### config.mk
export PLATFORM = sky130hd
export DESIGN_NAME = scard_rx
export DESIGN_NICKNAME = d
export VERILOG_FILES = /design/src/rtl/scard_rx_pkg.sv /design/src/rtl/scard_rx_sync.sv /design/src/rtl/scard_rx_edge.sv /design/src/rtl/scard_rx_timer.sv /design/src/rtl/scard_rx_frame.sv /design/src/rtl/scard_rx.sv
export SDC_FILE = /design/constraint.sdc
export NUM_CORES = 1
export LEC_CHECK = 0
export BUFFER_PORTS_ARGS = -buffer_cell sky130_fd_sc_hd__buf_2
export CAP_MARGIN = 10
export CORE_MARGIN = 4
export CORE_UTILIZATION = 50
export DETAILED_ROUTE_END_ITERATION = 12
export HOLD_SLACK_MARGIN = 0.02
export PLACE_DENSITY = 0.72
export RECOVER_POWER = 100
export SYNTH_ARGS = -nofsm -noshare
export SYNTH_HDL_FRONTEND = slang
export SYNTH_HIERARCHICAL = 1
export SYNTH_SLANG_ARGS = --single-unit
### constraint.sdc
create_clock -name clk -period 3.5 [get_ports clk]
set_input_delay 0.175 -clock clk [delete_from_list [all_inputs] [get_ports clk]]
set_output_delay 0.175 -clock clk [all_outputs]
set_load 0.005 [all_outputs]
### src/rtl/scard_rx_pkg.sv
package scard_rx_pkg;

  localparam int RATIO_W      = 9;
  localparam int NORMAL_RATIO = 16;
  localparam int CARD_RATIO0  = 32;
  localparam int CARD_RATIO1  = 64;
  localparam int CARD_RATIO2  = 372;
  localparam int CARD_RATIO3  = 256;

  typedef logic [RATIO_W-1:0] ratio_t;

  typedef enum logic [1:0] {
    ST_IDLE   = 2'd0,
    ST_START  = 2'd1,
    ST_DATA   = 2'd2,
    ST_PARITY = 2'd3
  } rx_state_e;

  // ticks per bit for a given mode and select
  function automatic ratio_t bit_ratio(input logic card, input logic [1:0] sel);
    ratio_t r;
    if (!card) begin
      r = ratio_t'(NORMAL_RATIO);
    end else begin
      case (sel)
        2'b00:   r = ratio_t'(CARD_RATIO0);
        2'b01:   r = ratio_t'(CARD_RATIO1);
        2'b10:   r = ratio_t'(CARD_RATIO2);
        default: r = ratio_t'(CARD_RATIO3);
      endcase
    end
    return r;
  endfunction

  // counter value at which a bit is latched (N/2-th tick, zero-based)
  function automatic ratio_t centre_count(input ratio_t n);
    return (n >> 1) - ratio_t'(1);
  endfunction

  // last counter value of a bit period
  function automatic ratio_t wrap_count(input ratio_t n);
    return n - ratio_t'(1);
  endfunction

endpackage

### src/rtl/scard_rx_sync.sv
module scard_rx_sync #(
  parameter int  STAGES    = 2,
  parameter logic RESET_VAL = 1'b1
) (
  input  logic clk,
  input  logic rst_n,
  input  logic d,
  output logic q
);

  logic [STAGES-1:0] chain;

  generate
    for (genvar i = 0; i < STAGES; i++) begin : g_stage
      always_ff @(posedge clk or negedge rst_n) begin
        if (!rst_n) begin
          chain[i] <= RESET_VAL;
        end else if (i == 0) begin
          chain[i] <= d;
        end else begin
          chain[i] <= chain[(i == 0) ? 0 : i-1];
        end
      end
    end
  endgenerate

  assign q = chain[STAGES-1];

endmodule

### src/rtl/scard_rx_edge.sv
module scard_rx_edge (
  input  logic clk,
  input  logic rst_n,
  input  logic tick,
  input  logic line,
  output logic fall
);

  logic prev_q;

  always_ff @(posedge clk or negedge rst_n) begin
    if (!rst_n) begin
      prev_q <= 1'b1;
    end else if (tick) begin
      prev_q <= line;
    end
  end

  assign fall = tick & prev_q & ~line;

endmodule

### src/rtl/scard_rx_timer.sv
module scard_rx_timer
  import scard_rx_pkg::*;
(
  input  logic   clk,
  input  logic   rst_n,
  input  logic   tick,
  input  logic   arm,
  input  logic   halt,
  input  ratio_t ratio_in,
  output logic   busy,
  output ratio_t ratio_q,
  output logic   mid
);

  ratio_t cnt_q;
  logic   active_q;
  logic   at_wrap;

  assign at_wrap = (cnt_q == wrap_count(ratio_q));

  always_ff @(posedge clk or negedge rst_n) begin
    if (!rst_n) begin
      active_q <= 1'b0;
      cnt_q    <= '0;
      ratio_q  <= ratio_t'(NORMAL_RATIO);
    end else if (arm) begin
      active_q <= 1'b1;
      cnt_q    <= '0;
      ratio_q  <= ratio_in;
    end else if (halt) begin
      active_q <= 1'b0;
      cnt_q    <= '0;
    end else if (active_q && tick) begin
      cnt_q <= at_wrap ? '0 : cnt_q + ratio_t'(1);
    end
  end

  assign busy = active_q;
  assign mid  = active_q & tick & (cnt_q == centre_count(ratio_q));

endmodule

### src/rtl/scard_rx_frame.sv
module scard_rx_frame
  import scard_rx_pkg::*;
#(
  parameter int DATA_W = 8
) (
  input  logic              clk,
  input  logic              rst_n,
  input  logic              fall,
  input  logic              mid,
  input  logic              line,
  output logic              arm,
  output logic              halt,
  output logic [DATA_W-1:0] rx_byte,
  output logic              rx_valid,
  output logic              parity_err,
  output logic              frame_err
);

  localparam int IDX_W = (DATA_W > 1) ? $clog2(DATA_W) : 1;
  localparam logic [IDX_W-1:0] LAST_IDX = IDX_W'(DATA_W - 1);

  rx_state_e         state_q;
  logic [IDX_W-1:0]  idx_q;
  logic [DATA_W-1:0] shift_q;
  logic              false_start;
  logic              last_bit;

  assign arm         = (state_q == ST_IDLE) & fall;
  assign false_start = mid & (state_q == ST_START) & line;
  assign last_bit    = mid & (state_q == ST_PARITY);
  assign halt        = false_start | last_bit;

  always_ff @(posedge clk or negedge rst_n) begin
    if (!rst_n) begin
      state_q    <= ST_IDLE;
      idx_q      <= '0;
      shift_q    <= '0;
      rx_byte    <= '0;
      rx_valid   <= 1'b0;
      parity_err <= 1'b0;
      frame_err  <= 1'b0;
    end else begin
      rx_valid  <= 1'b0;
      frame_err <= 1'b0;
      unique case (state_q)
        ST_IDLE: begin
          if (arm) state_q <= ST_START;
        end
        ST_START: begin
          if (mid) begin
            if (line) begin
              frame_err <= 1'b1;
              state_q   <= ST_IDLE;
            end else begin
              idx_q   <= '0;
              state_q <= ST_DATA;
            end
          end
        end
        ST_DATA: begin
          if (mid) begin
            shift_q <= {line, shift_q[DATA_W-1:1]};
            if (idx_q == LAST_IDX) begin
              state_q <= ST_PARITY;
            end else begin
              idx_q <= idx_q + IDX_W'(1);
            end
          end
        end
        ST_PARITY: begin
          if (mid) begin
            rx_byte    <= shift_q;
            parity_err <= ^{shift_q, line};
            rx_valid   <= 1'b1;
            state_q    <= ST_IDLE;
          end
        end
        default: state_q <= ST_IDLE;
      endcase
    end
  end

endmodule

### src/rtl/scard_rx.sv
module scard_rx
  import scard_rx_pkg::*;
#(
  parameter int DATA_W      = 8,
  parameter int SYNC_STAGES = 2
) (
  input  logic              clk,
  input  logic              rst_n,
  input  logic              tick,
  input  logic              rxd,
  input  logic              card_mode,
  input  logic [1:0]        ratio_sel,
  output logic [DATA_W-1:0] rx_byte,
  output logic              rx_valid,
  output logic              parity_err,
  output logic              frame_err
);

  // named internal events, observed by the bound checker
  logic   line_s;
  logic   fall_w;
  logic   arm_w;
  logic   halt_w;
  logic   busy_w;
  logic   mid_w;
  ratio_t ratio_sel_w;
  ratio_t ratio_q_w;

  assign ratio_sel_w = bit_ratio(card_mode, ratio_sel);

  scard_rx_sync #(.STAGES(SYNC_STAGES), .RESET_VAL(1'b1)) u_sync (
    .clk   (clk),
    .rst_n (rst_n),
    .d     (rxd),
    .q     (line_s)
  );

  scard_rx_edge u_edge (
    .clk   (clk),
    .rst_n (rst_n),
    .tick  (tick),
    .line  (line_s),
    .fall  (fall_w)
  );

  scard_rx_timer u_timer (
    .clk      (clk),
    .rst_n    (rst_n),
    .tick     (tick),
    .arm      (arm_w),
    .halt     (halt_w),
    .ratio_in (ratio_sel_w),
    .busy     (busy_w),
    .ratio_q  (ratio_q_w),
    .mid      (mid_w)
  );

  scard_rx_frame #(.DATA_W(DATA_W)) u_frame (
    .clk        (clk),
    .rst_n      (rst_n),
    .fall       (fall_w),
    .mid        (mid_w),
    .line       (line_s),
    .arm        (arm_w),
    .halt       (halt_w),
    .rx_byte    (rx_byte),
    .rx_valid   (rx_valid),
    .parity_err (parity_err),
    .frame_err  (frame_err)
  );

endmodule

## Yosys cells after proc, flatten, opt, wreduce, memory -nomap -nowiden

Cells that the tools add are included.

| storage, ports and cells | value |
|---|---|
| register bits | 46 |
| latch bits | 0 |
| memory bits (writable) | 0 |
| memory bits (read-only) | 0 |
| output and inout port bits | 11 |
| word-level logic and storage cells | 78 |
| memories | 0 |

| operators by class | value |
|---|---|
| add/sub/neg operators | 4 |
| multiply operators | 0 |
| divide/modulo/power cells | 0 |
| order comparisons | 0 |
| equality and inequality tests | 15 |
| shift operators | 0 |
| muxes and demuxes | 25 |
| bitwise operators | 10 |
| reductions and logical operators | 11 |

Operator list:

| operator | number |
|---|---|
| 9-bit 2-to-1 mux | 5 |
| 9-bit one-hot mux with 3 select lines | 1 |
| 9-bit equality test | 2 |
| 2-bit 2-to-1 mux | 6 |
| 3-bit 2-to-1 mux | 4 |
| 5-bit AND reduction | 2 |
| 9-bit by 1-bit adder with 9-bit output, second input constant | 1 |
| 9-bit parity | 1 |
| 8-bit by 1-bit subtractor with 9-bit output, second input constant | 1 |
| 9-bit by 1-bit subtractor with 9-bit output, second input constant | 1 |
| 1-bit AND | 8 |
| 2-bit by 1-bit != test with 1-bit output, second input constant | 4 |
| 2-bit one-hot mux with 4 select lines | 1 |
| 1-bit 2-to-1 mux | 7 |
| 2-bit equality test, second input constant | 3 |
| 2-bit != test, second input constant | 3 |
| 3-bit one-hot mux with 2 select lines | 1 |
| 2-bit by 1-bit equality test with 1-bit output, second input constant | 2 |
| 2-bit zero test | 2 |
| 2-bit AND reduction | 2 |
| 2-bit nonzero test | 2 |
| 3-bit by 1-bit adder with 3-bit output, second input constant | 1 |
| 3-bit equality test, second input constant | 1 |
| 3-bit nonzero test | 1 |
| 3 further kinds | 3 |

## Depth between registers and ports, before layout

| logic depth | value |
|---|---|
| word-level depth | 8 |
| gate-level depth with buffers | 15 |

## Hierarchy

The synthesis kept the hierarchy.

By module, submodules not included:

| module | times used | cells an instance | area each (um^2) | sequential area each (um^2) |
|---|---|---|---|---|
| scard_rx_timer | 1 | 169 | 1423.9 | 476.7 |
| scard_rx_frame | 1 | 75 | 1033.5 | 600.6 |
| scard_rx | 1 | 13 | 106.4 | 0.0 |
| scard_rx_sync | 1 | 2 | 52.6 | 52.6 |
| scard_rx_edge | 1 | 3 | 51.3 | 26.3 |

## Worst setup path before layout

No wires, ideal clock.

| timing path | value |
|---|---|
| path kind | register -> register |
| from | register u_timer.ratio_q[4] |
| to | register u_timer.cnt_q[2] |
| library setup time | 77 ps |
| arrival | 2890 ps |
| data required time | 3423 ps |
| path slack | 532 ps |
| cell stages (with the launch flop) | 16 |
| path buffers | 3 |
| cells stage by stage | dfstp_2 > clkbuf_1 > or3_1 > o31ai_1 > a21boi_0 > o21ai_0 > a211oi_1 > nand3_1 > buf_2 > inv_1 > or2_2 > nor2_1 > and2_1 > buf_1 > nand2_1 > a21oi_1 |

| between the ends | value |
|---|---|
| elaborated cells on any way between the ends | 14 |
| those cells by class | add/sub (2); eq/ne (2); mux (4); bitwise (5); reduce/logical (1) |

RTL lines:

| element | RTL line | RTL |
|---|---|---|
| start, declared | scard_rx_timer.sv:11 | `output ratio_t ratio_q,` |
| start signal, assigned | scard_rx_timer.sv:25 | `ratio_q <= ratio_t'(NORMAL_RATIO);` |
| start signal, assigned | scard_rx_timer.sv:29 | `ratio_q <= ratio_in;` |
| 8-bit by 1-bit subtractor with 9-bit output * | scard_rx_pkg.sv:37 | `return (n >> 1) - ratio_t'(1);` |
| 9-bit equality test * | scard_rx_timer.sv:39 | `assign mid = active_q & tick & (cnt_q == centre_count(ratio_q));` |
| 1-bit AND * | scard_rx_timer.sv:39 |  |
| net mid_w | scard_rx.sv:25 | `logic mid_w;` |
| 1-bit AND * | scard_rx_frame.sv:30 | `assign last_bit = mid & (state_q == ST_PARITY);` |
| net u_frame.last_bit | scard_rx_frame.sv:26 | `logic last_bit;` |
| 1-bit OR * | scard_rx_frame.sv:31 | `assign halt = false_start \| last_bit;` |
| net halt_w | scard_rx.sv:23 | `logic halt_w;` |
| 9-bit 2-to-1 mux | scard_rx_timer.sv:30 | `end else if (halt) begin` |
| 9-bit 2-to-1 mux | scard_rx_timer.sv:26 | `end else if (arm) begin` |
| end signal, assigned | scard_rx_timer.sv:34 | `cnt_q <= at_wrap ? '0 : cnt_q + ratio_t'(1);` |
| end, declared | scard_rx_timer.sv:15 | `ratio_t cnt_q;` |

Mark *: on every way through the listed nets, which the timed path passes. The rest lies on a longest branch. The select of a mux whose other input is x is not followed.
A chain may end at the register's enable or synchronous reset.

## Final worst setup path

| timing path | value |
|---|---|
| from | register u_timer.ratio_q[3] |
| to | register u_timer.cnt_q[6] |

| between the ends | value |
|---|---|
| cells in the longest elaborated chain, start to end | 8 |
| elaborated cells on any way between the ends | 14 |
| those cells by class | add/sub (2); eq/ne (2); mux (4); bitwise (5); reduce/logical (1) |

RTL lines:

| element | RTL line | RTL |
|---|---|---|
| 8-bit by 1-bit subtractor with 9-bit output * | scard_rx_pkg.sv:37 |  |
| 9-bit equality test * | scard_rx_timer.sv:39 |  |
| 1-bit AND * | scard_rx_timer.sv:39 |  |
| net mid_w | scard_rx.sv:25 |  |
| 1-bit AND (2 in a row) | scard_rx_frame.sv:29 | `assign false_start = mid & (state_q == ST_START) & line;` |
| 1-bit OR * | scard_rx_frame.sv:31 |  |
| net halt_w | scard_rx.sv:23 |  |
| 9-bit 2-to-1 mux | scard_rx_timer.sv:30 |  |
| 9-bit 2-to-1 mux | scard_rx_timer.sv:26 |  |

Marks and branches as above.

==> flow_summary.yaml <==
layout:
  area_growth_pct: 9.193
  fillCellCount: 471
  antennaDiodeCount: 0
  post-route-util: 0.5667
  final_cell_area_sq_mm: 0.002913
  final_common_cell: "dfrtp_1"
  fin_nets: 294
  multi_input_area_sq_mm: 0.001430
  most-common-layout-cells: "42 x dfrtp_1, 26 x nand2_1, 22 x xnor2_1"
  seqCellArea_sq_mm: 0.001156
  drive_above_1_share: 0.1649
critical_path:
  critical_path.max_stage_delay_ns: 0.52
  r2r_setup_slack_ns: 0.31
  rr_worst_depth: 11
  path_cells: "or3_1, o31ai_1, a21boi_0, o21ai_0, a211oi_2, nand2_1, nor3b_1, or2_2, nor2_1, nand3_1, o31ai_1"
  required_ns: 3.70
  r2r_start: "u_timer/ratio_q[3]"
  path_max_fanout: 12
  cpMostUsedCell: "o31ai_1"
  endpoint_kind: "flip-flop"
  critical_path_class: "reg2reg"
  critPathLaunchType: "flip-flop"
  rr_endpoint: "u_timer/cnt_q[6]"
  cp_slowest_cell: "dfrtp_1"
  arrival_ns: 3.38
global_routing:
  grt_max_degree: 47
  grt_overflow: 0
  grt_pass1_vias: 1836
  antenna_found_initial: 0
  grt_use_total: 0.1743
  grt_pass1_wl_microns: 8825
timing:
  setup_violations: 0
  finalHoldViolations: 0
  setup_tns_ns: 0
  finalCritPeriodShare: 0.9101
  max_slew_margin: -0.6174
  max_freq_ghz: 0.3139
  tightest_slew_ns: 2.426
  finalClockSkew_ns: 0.01133
  rsz0062_at_grt: "false"
  fin_crit_ns: 3.185
  finalMaxSlewViolations: 47
synthesis:
  syn_area_sq_mm: 0.002668
  synth_edf_count: 0
  yosysWarningCount: 6
  synthDominantCellAreaShare: 0.3940
  ys_ff_latch: 46
  postSynthCellCount: 262
  synthDistinctLibCells: 49
  syn_avg_cell_area_sq_um: 10.18
  ys.flop_type: "dfrtp_1"
  synth_area_leader_cell: "dfrtp_1"
  seq_area_frac_synth: 0.4334
  synth_top_cells_by_area: "dfrtp_1 39%, mux2_2 8.4%, xnor2_1 7.2%"
  async_flop_share: 1.000
die:
  dieArea_sq_mm: 0.006567
  core_area_sq_mm: 0.005140
  die_w_microns: 81.04
  initial_core_util: 0.5190
  die_h_microns: 81.04
  rows: 26
  boundaryPins: 18
placed_design:
  port_buffers: 17
  post_dp_cell_area_sq_mm: 0.002811
  hpwlAfterDp_microns: 3721
  gp_congestion: 0.8286
detailed_routing:
  drt-pass1-iter-count: 4
  vias: 1905
  detail_route.wl_per_cell_microns: 14.78
  drt.antenna.violating_nets: 0
  wirelength_microns: 5157
  drc: 0
  post_drt_via_cell_ratio: 5.458
  initialDrtViolationCount: 112
clock_tree:
  clock_latency_ns: 0.29
  cts_buffers: 5
  htreeDepth: 2
  cts_setup_buffers: 0
  cts_root_buf: "clkbuf_8"
  numClockSinks: 46
  cts_tree: "yes"
  clockBufferDepth: 2
  cts.clk_slew.worst_paths_ns: 0.09
power:
  p_leak_nw: 1.312
  ir_drop_mv: 0.3028
  total_power_mw: 1.884
  cellPowerDensity_mw_per_mm2: 646.8
worst_hold_path:
  hold_depth: 4
  hold_start: "card_mode"
  hp-class: "in2reg"
  worstHoldEndpoint: "u_timer/ratio_q[4]"
job:
  drv_cap: 1
outcome:
  violations: "capacitance limit, slew limit"
  status: "finished, violations left"
-- cells in the mapped netlist, drive strengths merged (3+ instances only) --
cell type  count
nor2          11
and2           3
buf            4
o31ai          8
dfrtp         42
dfstp          4
inv           11
nand2         26
or3            3
nand2b         3
nor3           5
o21ai         15
a21oi          4
nand3b         4
nand3         10
xnor2         22
mux2          21
xor2           9
nand4          3
ha             9
clkbuf        10
nor3b          6
-- flip-flops by register name, indices dropped and copies added, names as in the netlist, 3 cells and up, named ones only --
| name | cells |
|---|---|
| u_frame/idx_q | 3 |
| u_frame/shift_q | 8 |
| u_timer/cnt_q | 9 |
| u_frame/rx_byte | 8 |
| u_timer/ratio_q | 9 |
-- power breakdown --
group	switching (mW)	leakage (nW)	internal, mW	total (mW)
Combinational	0.328	0.658	0.328	0.656
Sequential	0.212	0.601	0.631	0.842
Clock	0.172	0.0524	0.214	0.386
-- per-layer routing --
layer | share of wire | GRT usage
met1 | 0.45 | 0.2263
met2 | 0.51 | 0.2956
met3 | 0.035 | 0.03215
met4 | 0.011 | 0.05236
met5 | 0 | 0
-- critical path: cells and delay by family, from the launching register on --
kind	cells	cell delay [ns]
AO/OA/AOI/OAI	5	1.12
AND/OR/NAND/NOR	6	1.45
flip-flops	1	0.52
-- timing repair --
action,in CTS,in global routing
endpoints found under the hold margin,1,0
gates resized for setup,0,1
setup endpoints to repair,0,9
hold buffers,1,0
-- cells by family (layout without fill, tap and decap cells) --
group	Yosys count	after routing	share of synthesized area
xor gates and xnor gates	32	32	0.1102
muxes	23	23	0.09756
buffers and inverters	25	39	0.03612
AOI/OAI and AO/OA	40	40	0.1046
adders and majority gates	9	9	0.04221
other	1	4	0.001406
and+or+nand+nor	86	86	0.1745
DFF	46	46	0.4334
-- through the flow --
step / hold slack, ns / worst slack (ns) / instances
after detailed placement: 0.2823 / 0.2875 / 340
after CTS: 0.08776 / 0.2585 / 349
final: 0.1677 / 0.3147 / 349
after global placement: 0.2814 / 0.4237 / 340
after global routing: 0.1955 / 0.004046 / 349
after floorplan: -0.1206 / 0.5323 / 265
-- layout make-up --
| class | count | share of cell area |
|---|---|---|
| Clock buffer | 7 | 0.02620 |
| Clock inverter | 1 | 0.01031 |
| Inverter | 11 | 0.01418 |
| Multi-Input combinational cell | 194 | 0.4910 |
| Sequential cell | 46 | 0.3969 |
| Tap cell | 70 | 0.03007 |
| Timing Repair Buffer | 20 | 0.03136 |
-- how the worst max path moves through the flow --
| stage | start | depth (start not counted) | slack [ns] | to |
|---|---|---|---|---|
| after floorplan | u_timer/ratio_q[4] | 15 | 0.53 | u_timer/cnt_q[2] |
| after CTS | u_timer/ratio_q[3] | 12 | 0.26 | u_timer/cnt_q[6] |
| final | u_timer/ratio_q[3] | 11 | 0.31 | u_timer/cnt_q[6] |
| after detailed placement | u_timer/ratio_q[3] | 12 | 0.29 | u_timer/cnt_q[6] |
| after global placement | u_timer/ratio_q[3] | 12 | 0.42 | u_timer/cnt_q[2] |
| after global routing | u_timer/ratio_q[3] | 11 | 0.004 | u_timer/cnt_q[4] |
Power figures use the tool's default switching activity.
